### config.mk
export PLATFORM = sky130hd
export DESIGN_NAME = vme_arbiter
export DESIGN_NICKNAME = d
export VERILOG_FILES = /design/src/rtl/vme_arb_pkg.sv /design/src/rtl/arb_pick.sv /design/src/rtl/arb_timer.sv /design/src/rtl/arb_hi_req.sv /design/src/rtl/vme_arbiter.sv
export SDC_FILE = /design/constraint.sdc
export NUM_CORES = 1
export LEC_CHECK = 0
export BUFFER_PORTS_ARGS = -buffer_cell sky130_fd_sc_hd__buf_2
export CORE_UTILIZATION = 55
export DETAILED_ROUTE_END_ITERATION = 16
export HOLD_SLACK_MARGIN = 0.12
export PLACE_DENSITY = 0.87
export SLEW_MARGIN = 20
export SYNTH_ARGS = -nofsm -noshare
export SYNTH_HDL_FRONTEND = slang
export SYNTH_SLANG_ARGS = --single-unit
### constraint.sdc
create_clock -name clk_i -period 2.9 [get_ports clk_i]
set_input_delay 0.145 -clock clk_i [delete_from_list [all_inputs] [get_ports clk_i]]
set_output_delay 0.145 -clock clk_i [all_outputs]
set_load 0.005 [all_outputs]
### src/rtl/vme_arb_pkg.sv
package vme_arb_pkg;
  typedef enum logic [1:0] {
    MODE_SINGLE = 2'd0,
    MODE_PRIO   = 2'd1,
    MODE_ROUND  = 2'd2,
    MODE_RSVD   = 2'd3
  } arb_mode_e;

  typedef enum logic [1:0] {
    ST_IDLE  = 2'd0,
    ST_GRANT = 2'd1,
    ST_BUSY  = 2'd2
  } arb_state_e;
endpackage

### src/rtl/arb_pick.sv
module arb_pick
  import vme_arb_pkg::*;
#(
  parameter int N_LVL = 4,
  localparam int LW = $clog2(N_LVL)
) (
  input  logic [N_LVL-1:0] req_i,
  input  arb_mode_e        mode_i,
  input  logic [LW-1:0]    top_i,
  output logic             valid_o,
  output logic [LW-1:0]    idx_o
);
  always_comb begin
    valid_o = 1'b0;
    idx_o   = '0;
    unique case (mode_i)
      MODE_PRIO: begin
        // ascending scan: highest level wins
        for (int i = 0; i < N_LVL; i++) begin
          if (req_i[i]) begin
            valid_o = 1'b1;
            idx_o   = LW'(i);
          end
        end
      end
      MODE_ROUND: begin
        // scan from lowest rank to top so the top-most requester is kept
        for (int k = N_LVL - 1; k >= 0; k--) begin
          int p;
          p = (int'(top_i) + N_LVL - k) % N_LVL;
          if (req_i[p]) begin
            valid_o = 1'b1;
            idx_o   = LW'(p);
          end
        end
      end
      default: begin
        if (req_i[N_LVL-1]) begin
          valid_o = 1'b1;
          idx_o   = LW'(N_LVL - 1);
        end
      end
    endcase
  end
endmodule

### src/rtl/arb_timer.sv
module arb_timer #(
  parameter int TMO_W = 8
) (
  input  logic             clk_i,
  input  logic             rst_ni,
  input  logic             clr_i,
  input  logic             en_i,
  input  logic [TMO_W-1:0] limit_i,
  output logic             expire_o
);
  logic [TMO_W-1:0] cnt_q;

  always_ff @(posedge clk_i or negedge rst_ni) begin
    if (!rst_ni)     cnt_q <= '0;
    else if (clr_i)  cnt_q <= '0;
    else if (en_i)   cnt_q <= cnt_q + 1'b1;
  end

  // limit 0 behaves as 1
  assign expire_o = ({1'b0, cnt_q} + 1'b1) >= {1'b0, limit_i};
endmodule

### src/rtl/arb_hi_req.sv
module arb_hi_req #(
  parameter int N_LVL = 4,
  localparam int LW = $clog2(N_LVL)
) (
  input  logic [N_LVL-1:0] req_i,
  input  logic [LW-1:0]    owner_i,
  output logic             hi_o
);
  logic [N_LVL-1:0] above;

  for (genvar g = 0; g < N_LVL; g++) begin : g_lvl
    assign above[g] = req_i[g] && (LW'(g) > owner_i);
  end

  assign hi_o = |above;
endmodule

### src/rtl/vme_arbiter.sv
module vme_arbiter
  import vme_arb_pkg::*;
#(
  parameter int N_LVL = 4,
  parameter int TMO_W = 8,
  localparam int LW = $clog2(N_LVL)
) (
  input  logic             clk_i,
  input  logic             rst_ni,
  input  logic [1:0]       mode_i,
  input  logic [TMO_W-1:0] timeout_i,
  input  logic [N_LVL-1:0] breq_ni,
  input  logic             bbsy_ni,
  output logic [N_LVL-1:0] bgnt_o,
  output logic             bclr_o
);
  arb_state_e       state_q;
  logic [LW-1:0]    gnt_idx_q, owner_q, top_q;
  logic             bclr_q;
  logic [N_LVL-1:0] req;
  logic             busy, pick_vld, tmo_exp, hi_req;
  logic [LW-1:0]    pick_idx;
  arb_mode_e        mode;

  assign req  = ~breq_ni;
  assign busy = ~bbsy_ni;
  assign mode = arb_mode_e'(mode_i);

  arb_pick #(.N_LVL(N_LVL)) u_pick (
    .req_i   (req),
    .mode_i  (mode),
    .top_i   (top_q),
    .valid_o (pick_vld),
    .idx_o   (pick_idx)
  );

  arb_timer #(.TMO_W(TMO_W)) u_tmr (
    .clk_i    (clk_i),
    .rst_ni   (rst_ni),
    .clr_i    (state_q != ST_GRANT),
    .en_i     (state_q == ST_GRANT),
    .limit_i  (timeout_i),
    .expire_o (tmo_exp)
  );

  arb_hi_req #(.N_LVL(N_LVL)) u_hi (
    .req_i   (req),
    .owner_i (owner_q),
    .hi_o    (hi_req)
  );

  always_ff @(posedge clk_i or negedge rst_ni) begin
    if (!rst_ni) begin
      state_q   <= ST_IDLE;
      gnt_idx_q <= '0;
      owner_q   <= '0;
      top_q     <= LW'(N_LVL - 1);
    end else begin
      unique case (state_q)
        ST_IDLE: begin
          if (!busy && pick_vld) begin
            state_q   <= ST_GRANT;
            gnt_idx_q <= pick_idx;
          end
        end
        ST_GRANT: begin
          // take-up has precedence over expiry
          if (busy) begin
            state_q <= ST_BUSY;
            owner_q <= gnt_idx_q;
            top_q   <= (gnt_idx_q == '0) ? LW'(N_LVL - 1) : LW'(gnt_idx_q - 1'b1);
          end else if (tmo_exp) begin
            state_q <= ST_IDLE;
          end
        end
        ST_BUSY: begin
          if (!busy) state_q <= ST_IDLE;
        end
        default: state_q <= ST_IDLE;
      endcase
    end
  end

  always_ff @(posedge clk_i or negedge rst_ni) begin
    if (!rst_ni) bclr_q <= 1'b0;
    else         bclr_q <= (state_q == ST_BUSY) && busy &&
                           (bclr_q || (mode == MODE_PRIO && hi_req));
  end

  always_comb begin
    bgnt_o = '0;
    if (state_q == ST_GRANT) bgnt_o[gnt_idx_q] = 1'b1;
  end

  assign bclr_o = bclr_q;
endmodule

### Yosys cells after proc, flatten, opt, wreduce, memory -nomap -nowiden

Index checks and enable logic that the tools add are counted.

| operators by class | value |
|---|---|
| bitwise logic cells | 6 |
| eq/ne operators | 8 |
| order comparisons | 11 |
| $add $sub $neg | 7 |
| multiplexer cells | 42 |
| reduce and logical (&&, ||, !) cells | 21 |

Operators by type and width:

| cell | count |
|---|---|
| 32-bit by 2-bit subtractor with 32-bit output (second input constant) | 1 |
| 32-bit by 3-bit subtractor with 32-bit output (second input constant) | 1 |
| 2-bit two-way mux | 12 |
| 1-bit two-way mux | 19 |
| 3-bit by 4-bit less-than comparator with 1-bit output (second input constant) | 4 |
| 8-bit two-way mux | 2 |
| 8-bit by 1-bit adder with 9-bit output (second input constant) | 1 |
| 9-bit by 8-bit greater-or-equal comparator with 1-bit output | 1 |
| 1-bit logical AND | 9 |
| 8-bit by 1-bit adder with 8-bit output (second input constant) | 1 |
| 1-bit binary-select mux with 2-bit select | 4 |
| 2-bit OR reduction | 4 |
| 2-bit one-hot mux with 3 select lines | 1 |
| 4-bit by 2-bit subtractor with 5-bit output (second input constant) | 1 |
| 2-bit by 3-bit adder with 4-bit output (second input constant) | 1 |
| 2-bit by 1-bit == test with 1-bit output (second input constant) | 2 |
| 2-bit == test (second input constant) | 2 |
| 1-bit by 2-bit greater-than comparator with 1-bit output (first input constant) | 2 |
| 2-bit greater-than comparator (first input constant) | 2 |
| 2-bit zero test | 2 |
| 4-bit two-way mux | 1 |
| 2-bit != test (second input constant) | 2 |
| 4-bit NOT | 1 |
| 2-bit one-hot mux with 2 select lines | 1 |
| 15 further kinds | 18 |

| storage, ports and cells | value |
|---|---|
| input bits | 17 |
| output and inout bits | 5 |
| register bits after elaboration | 17 |

### Depth between registers and ports, before layout

Gate-level depths: netlist of the first run.

| depth | value |
|---|---|
| word-level depth | 15 |
| mapped depth | 9 |
| mapped depth without buffers | 9 |

### Cells and area by module

A second synthesis of the first run with hierarchy kept.

| unflattened totals | value |
|---|---|
| cells, all modules | 156 |
| area total of the unflattened synthesis | 1357.6 um^2 |

Modules (own cells, without submodules):

| module | cells each | area each (um^2) | instances | sequential area each (um^2) |
|---|---|---|---|---|
| arb_timer | 76 | 651.9 | 1 | 200.2 |
| vme_arbiter | 43 | 495.5 | 1 | 227.7 |
| arb_pick | 33 | 191.4 | 1 | 0.0 |
| arb_hi_req | 4 | 18.8 | 1 | 0.0 |

### Least setup slack after synthesis of the first run

OpenSTA, ideal clock, no wires.

| timing | value |
|---|---|
| path kind | register -> register |
| start | register u_tmr.cnt_q[0] |
| end | register state_q[0] |
| cell stages (with the launch flop) | 10 |
| setup time | 0.082 ns |
| arrival | 1.703 ns |
| path buffers | 0 |
| data required time | 2.818 ns |
| period minus slack after synthesis | 1.785 ns |
| slack | 1.115 ns |
| path through | dfrtp_1 > ha_1 > nand3_2 > nor2_1 > xor2_1 > ha_1 > a21oi_1 > o21a_1 > o21ai_0 > a31oi_1 |

| between the ends | value |
|---|---|
| word-level cells in the longest chain between the ends | 4 |

RTL lines:

| element | RTL line | text |
|---|---|---|
| start: declaration | arb_timer.sv:11 | `logic [TMO_W-1:0] cnt_q;` |
| start signal: assignment | arb_timer.sv:16 | `else if (en_i) cnt_q <= cnt_q + 1'b1;` |
| 8-bit by 1-bit adder with 9-bit output | arb_timer.sv:20 | `assign expire_o = ({1'b0, cnt_q} + 1'b1) >= {1'b0, limit_i};` |
| 9-bit by 8-bit greater-or-equal comparator with 1-bit output | arb_timer.sv:20 |  |
| 3-bit != test (no source line) | - |  |
| 3-bit AND reduction (no source line) | - |  |
| end signal: assignment | vme_arbiter.sv:54 | `state_q <= ST_IDLE;` |
| end signal: assignment | vme_arbiter.sv:62 | `state_q <= ST_GRANT;` |
| end signal: assignment | vme_arbiter.sv:69 | `state_q <= ST_BUSY;` |
| end: declaration | vme_arbiter.sv:17 | `arb_state_e state_q;` |

Every way passes these cells.
A chain may end at the register's enable or synchronous reset.

### Worst setup path in the final report of the first run

Same ends and word-level chain as after synthesis.

==> metrics.cfg, run 1 <==
[cells_and_area]
diodes = 0
fin_util = 0.692
num-nets-final = 190
syn_to_final_growth_pct = 14.0
drive_above_1_share = 0.217
n_fill_cell = 169

[die]
die_w_um = 49.3
num_io_pins = 22
initial_core_util = 0.608
core_um2 = 2020
die_y_um = 49.3
rows = 16
die_area_um2 = 2430

[detailed_routing]
wirelength_um = 2590
vias = 1050
drcViolationCount = 0
drtAntennaViolNets = 0
wl_per_cell_um = 14.1
drt-initial-drc-count = 27
dr.pass1.iters = 4
vias_per_cell = 5.71

[synth]
post_synth.cell_area_avg_um2 = 9.31
async_reset_ff_frac = 1.00
syn_inst = 132
yosys_warnings = 0
synth_flop_cell = dfrtp_1
yosysSeqAreaShare = 0.348
synth_cell_types = 38
netlist_area_um2 = 1230
synth_edf_count = 0
ys_ff_latch = 17
synth_fp_nets = 164

[clock_tree]
cts_tree = done
htree_levels = 1
numCtsBuffers = 3
ctsResizeCount = 0
cts_sinks = 17
clk_path_buf_depth = 2
postCtsSetupBuffers = 0
root_buffer = clkbuf_4
cts-hold-fix-buffers = 2
clk_latency_ps = 300
cts.clk_slew.worst_paths_ps = 100

[power_and_ir_drop]
p_per_area_nw_per_um2 = 543
leakagePower_uw = 0.000724
vdd_drop_max_v = 0.000459

[critical_path]
crit_type = reg -> reg
endpoint_kind = register
cp_max_fo = 5
arrival_ps = 2260
startpoint_type = register
crit_required_ps = 3130
ff2ff_path_depth = 9

[placed_design]
io_buffers = 21
hpwl_um = 2090
gp_congestion = 0.862

[grt]
grtUsageMet1 = 0.302
antenna_found_initial = 0
grt_max_degree = 18
grt-ovfl-total = 0
grt_use_met2 = 0.425
top_usage_layer = met2
grt_pass1_vias = 1091
use_met3 = 0.0467
grt.total_usage = 0.246
grt_pass1_wl_um = 4590

[worst_hold_path]
hp-class = in -> reg
holdPathStages = 4

[timing]
maxSlewViolCount = 0
hold_slack_ps = 230
relSlewSlack = 0.627
tightest_slew_ps = 559
setup_tns_ps = 0
fmax_ghz = 0.492
hold_viol = 0
fin_crit_ps = 2030
setup_viol = 0
rsz0062_at_grt = false
clock_skew_ps = 1.73
fin_crit_sh = 0.701

[status]
status = finished, final reports clean

[run]
cap_violations = 0

kinds of logic after synthesis:
| logic type | count (synthesis) | share of synthesized area |
|---|---|---|
| AND/OR/NAND/NOR | 47 | 0.209 |
| AO/OA/AOI/OAI | 27 | 0.154 |
| flip-flops | 17 | 0.348 |
| buffers and inverters | 16 | 0.0550 |
| adder cells (fa/ha/maj) | 16 | 0.161 |
| XOR/XNOR | 6 | 0.0428 |
| multiplexers | 3 | 0.0305 |
power by group:
group	switching [uW]	leakage (uW)	internal, uW
logic	131	0.000495	129
registers	69.0	0.000211	299
clock network	80.4	0.0000177	51.5
critical path, stage by stage (launching register included):
cell and delay, ps:
dfrtp_1 420, ha_1 240, nand3_2 120, nor2_1 150
xor2_1 210, ha_1 290, a21oi_1 170, o21a_1 130
o21ai_0 70, a31oi_1 160
cells in the mapped netlist, drive strengths merged (2+ instances only):
library cell  count  area share
xnor2             2       0.014
dfrtp            15        0.31
ha               15        0.15
mux2              3       0.031
a31oi             4       0.020
dfstp             2       0.043
o21a              2       0.012
a32oi             2       0.014
nand2b            5       0.025
nand2             7       0.021
inv              14       0.043
nor2              9       0.027
xor2              4       0.029
nor2b             4       0.020
and2             10       0.051
nand4             2       0.010
nand3             4       0.020
nor3              3       0.016
a21o              2       0.012
o21ai             4       0.016
a21oi             5       0.020
placed cells by master, fill, tap and decap left out, drive strengths merged, types with 2 or more instances in the layout:
master,instances
nor2b,4
and2,10
o21a,2
a21o,2
nand2,7
dfstp,2
xnor2,2
nor2,9
nor3,3
dfrtp,15
a31oi,4
nand2b,5
nand4,2
inv,14
mux2,3
clkbuf,3
buf,21
xor2,4
a32oi,2
ha,15
o21ai,4
nand3,4
dlygate4sd3,2
a21oi,5
metal layers:
metal | vias to the layer above | part of all wire
met5 | - | 0
met4 | 0 | 0.017
met3 | 6 | 0.056
met2 | 29 | 0.50
met1 | 505 | 0.43
li1 | 510 | -
through the flow:
| stage | total power [uW] | instance area [um^2] | instances | setup slack [ps] |
|---|---|---|---|---|
| 2_1_floorplan | 549 | 1230 | 132 | 1110 |
| 3_3_place_gp | 603 | 1350 | 178 | 1040 |
| 3_5_place_dp | 625 | 1350 | 178 | 888 |
| 4_1_cts | 756 | 1400 | 184 | 859 |
| 5_1_grt | 813 | 1400 | 184 | 702 |
| 6_report | 760 | 1400 | 184 | 867 |
final cells by class:
class,count,area (um^2),area share
multi-input cells,99,733,0.524
flip-flops and latches,17,428,0.306
clock buffers,3,22.5,0.0161
inverters,14,52.6,0.0375
well taps,27,33.8,0.0241
clock inverters,1,5.00,0.00357
repair buffers,23,125,0.0894
flip-flops by register name (all words and copies together), names as in the netlist:
| register | flops |
|---|---|
| gnt_idx_q | 2 |
| u_tmr.cnt_q | 8 |
| top_q | 2 |
| bclr_o | 1 |
| state_q | 2 |
| owner_q | 2 |
path summary, 6_finish.rpt:
check | from | endpoint | slack, ps
setup reg to reg | u_tmr.cnt_q[0] | state_q[0] | 870
setup / recovery | u_tmr.cnt_q[0] | state_q[0] | 870
hold / removal | timeout_i[7] | state_q[0] | 230
hold reg to reg | u_tmr.cnt_q[0] | u_tmr.cnt_q[0] | 520
min in group asynchronous | rst_ni | u_tmr.cnt_q[6] | 280
max in group asynchronous | rst_ni | top_q[0] | 2310
(Power assumes the default switching activity.)
==> inputs of run 2 (changes only) <==
--- a/config.mk
+++ b/config.mk
@@ -6,10 +6,10 @@
 export NUM_CORES = 1
 export LEC_CHECK = 0
 export BUFFER_PORTS_ARGS = -buffer_cell sky130_fd_sc_hd__buf_2
-export CORE_UTILIZATION = 55
+export CORE_UTILIZATION = 49
 export DETAILED_ROUTE_END_ITERATION = 16
 export HOLD_SLACK_MARGIN = 0.12
-export PLACE_DENSITY = 0.87
+export PLACE_DENSITY = 0.82
 export SLEW_MARGIN = 20
 export SYNTH_ARGS = -nofsm -noshare
 export SYNTH_HDL_FRONTEND = slang
==> constraint.sdc (replaced) <==
create_clock -name clk_i -period 1.65 [get_ports clk_i]
set_input_delay 0.0825 -clock clk_i [delete_from_list [all_inputs] [get_ports clk_i]]
set_output_delay 0.0825 -clock clk_i [all_outputs]
set_load 0.005 [all_outputs]
==> metrics.cfg, run 2 (same netlist as run 1, synthesis figures left out) <==
[status]
status = finished with violations
violations = setup timing

[die]
num_io_pins = 22  ; unchanged
rows = 17  ; +1
core_um2 = 2300  ; +14%
initial_core_util = 0.535  ; -0.0728
die_area_um2 = 2710  ; +12%
die_w_um = 52.1  ; +5.7%
die_y_um = 52.1  ; +5.7%

[critical_path]
crit_chain = ha_4 > buf_6 > xor2_2 > ha_1 > a21o_1 > a31oi_1 > o21ai_1 > a31oi_1
critPathBufInv = 1  ; +1
crit_type = reg -> reg
crit_path_top_delay_cell = dfrtp_1
ff2ff_path_depth = 8  ; -1
cp_top_family = compound AO/OA/AOI/OAI gates
startpoint_type = register
worst_path_most_repeated_cell = a31oi_1
crit_start = u_tmr.cnt_q[1]
cp_max_fo = 2  ; -3
endpoint_kind = register
worstReg2RegStart = u_tmr.cnt_q[1]
worstReg2RegEnd = state_q[0]
crit_required_ps = 1870  ; -1260 ps
cpPeakStageDelay_ps = 430  ; about the same
ff2ff_setup_slack_ps = -120  ; -990 ps
arrival_ps = 2000  ; -260 ps

[detailed_routing]
vias_per_cell = 5.55  ; -2.7%
drtAntennaViolNets = 0  ; unchanged
wl_per_cell_um = 15.6  ; +11%
vias = 1077  ; +2.6%
dr.pass1.iters = 4  ; unchanged
wirelength_um = 3020  ; +17%
drt-initial-drc-count = 16  ; -41%
drcViolationCount = 0  ; unchanged

[cells_and_area]
num-nets-final = 199  ; +4.7%
drive_above_1_share = 0.307  ; +0.0907
final_cell_mix = buf_2, dfrtp_1, inv_1
largest_reg_flops = 8  ; unchanged
final_common_cell = buf_2
fin_util = 0.676  ; -0.0160
top_register = u_tmr.cnt_q
syn_to_final_growth_pct = 26.5
diodes = 0  ; unchanged
final_cell_area_um2 = 1550  ; +11%

[clock_tree]
clk_path_buf_depth = 2  ; unchanged
numCtsBuffers = 3  ; unchanged
htree_levels = 1  ; unchanged
cts_sinks = 17  ; unchanged
cts.clk_slew.worst_paths_ps = 100  ; about the same
cts_tree = done
root_buffer = clkbuf_4
clk_latency_ps = 300  ; about the same

[timing]
tightest_slew_ps = 373  ; -186 ps
fin_crit_ps = 1770  ; -259 ps
setup_tns_ps = -211  ; -211 ps
relSlewSlack = 0.751  ; +0.125
clock_skew_ps = 6.28  ; +4.55 ps
hold_viol = 0  ; unchanged
setup_slack_ps = -124  ; -991 ps
fin_crit_sh = 1.08  ; +0.374
rsz0062_at_grt = true
setup_viol = 2  ; +2
fmax_ghz = 0.564  ; +15%
maxSlewViolCount = 0  ; unchanged

[placed_design]
placed_area_um2 = 1380  ; +1.9%
gp_congestion = 0.808  ; -6.3%
io_buffers = 21  ; unchanged
pre_cts_ws_ps = -261  ; -1150 ps
hpwl_um = 2150  ; +2.9%

[grt]
grt_pass1_vias = 1145  ; +4.9%
grt_pass1_wl_um = 4950  ; +7.8%
grt_max_degree = 18  ; unchanged
grt-ovfl-total = 0  ; unchanged
antenna_found_initial = 0  ; unchanged
grt.total_usage = 0.250  ; +0.00474

[worst_hold_path]
hold_start = timeout_i[7]
holdPathEnd = state_q[0]
holdPathStages = 4  ; unchanged
hp-class = in -> reg

[run]
cap_violations = 0  ; unchanged

[power_and_ir_drop]
power_uw = 1380  ; +82%
p_per_area_nw_per_um2 = 889  ; +64%
leakagePower_uw = 0.000771  ; +6.4%
vdd_drop_max_v = 0.000657  ; +43%

run 2: cell type report:
cell class	instances	area [um^2]
Multi-Input combinational cell	99	797
Fill cell	184	743
Sequential cell	17	428
Timing Repair Buffer	32	211
Inverter	14	52.6
Tap cell	28	35.0
Clock buffer	3	22.5
Clock inverter	1	7.51
run 2: power breakdown:
| part | switching (uW) | leakage [uW] | internal, uW |
|---|---|---|---|
| Combinational | 249 | 0.000545 | 258 |
| Sequential | 119 | 0.000211 | 525 |
| Clock | 137 | 0.0000139 | 92.4 |
run 2: worst max-delay path by stage:
stage / to / slack [ps] / cells after the start
floorplan: state_q[0] / -50 / 9
global placement: state_q[0] / -50 / 9
detailed placement: state_q[0] / -260 / 9
CTS: state_q[0] / -170 / 9
global route: state_q[0] / -250 / 7
finish: state_q[0] / -120 / 8
run 2: timing repair:
item                       CTS  global route
gates resized for setup      5            10
setup endpoints to repair    1             5
pin swaps                    4             1
hold buffers                 2             0
hold endpoints to repair    20             0
buffers inserted             5             1
run 2: tightest hold or removal path: cells and delay by family:
kind | cells | cell delay, ps
buffers and inverters | 2 | 140
AOI/OAI and AO/OA | 1 | 80
adders and majority gates | 1 | 130
run 2: metrics by stage:
stage | hold slack [ps] | cells
2_1_floorplan | -213 | 132
3_3_place_gp | 7.30 | 182
3_5_place_dp | 15.5 | 182
4_1_cts | 179 | 193
5_1_grt | 189 | 194
6_report | 182 | 194
run 2: metal layers:
| layer | GRT usage | vias to the layer above | routed length [um] |
|---|---|---|---|
| met4 | 0.0721 | 0 | 70 |
| met2 | 0.447 | 25 | 1600 |
| met3 | 0.0614 | 9 | 95 |
| li1 | - | 523 | - |
| met1 | 0.292 | 520 | 1260 |
| met5 | 0 | - | 0 |
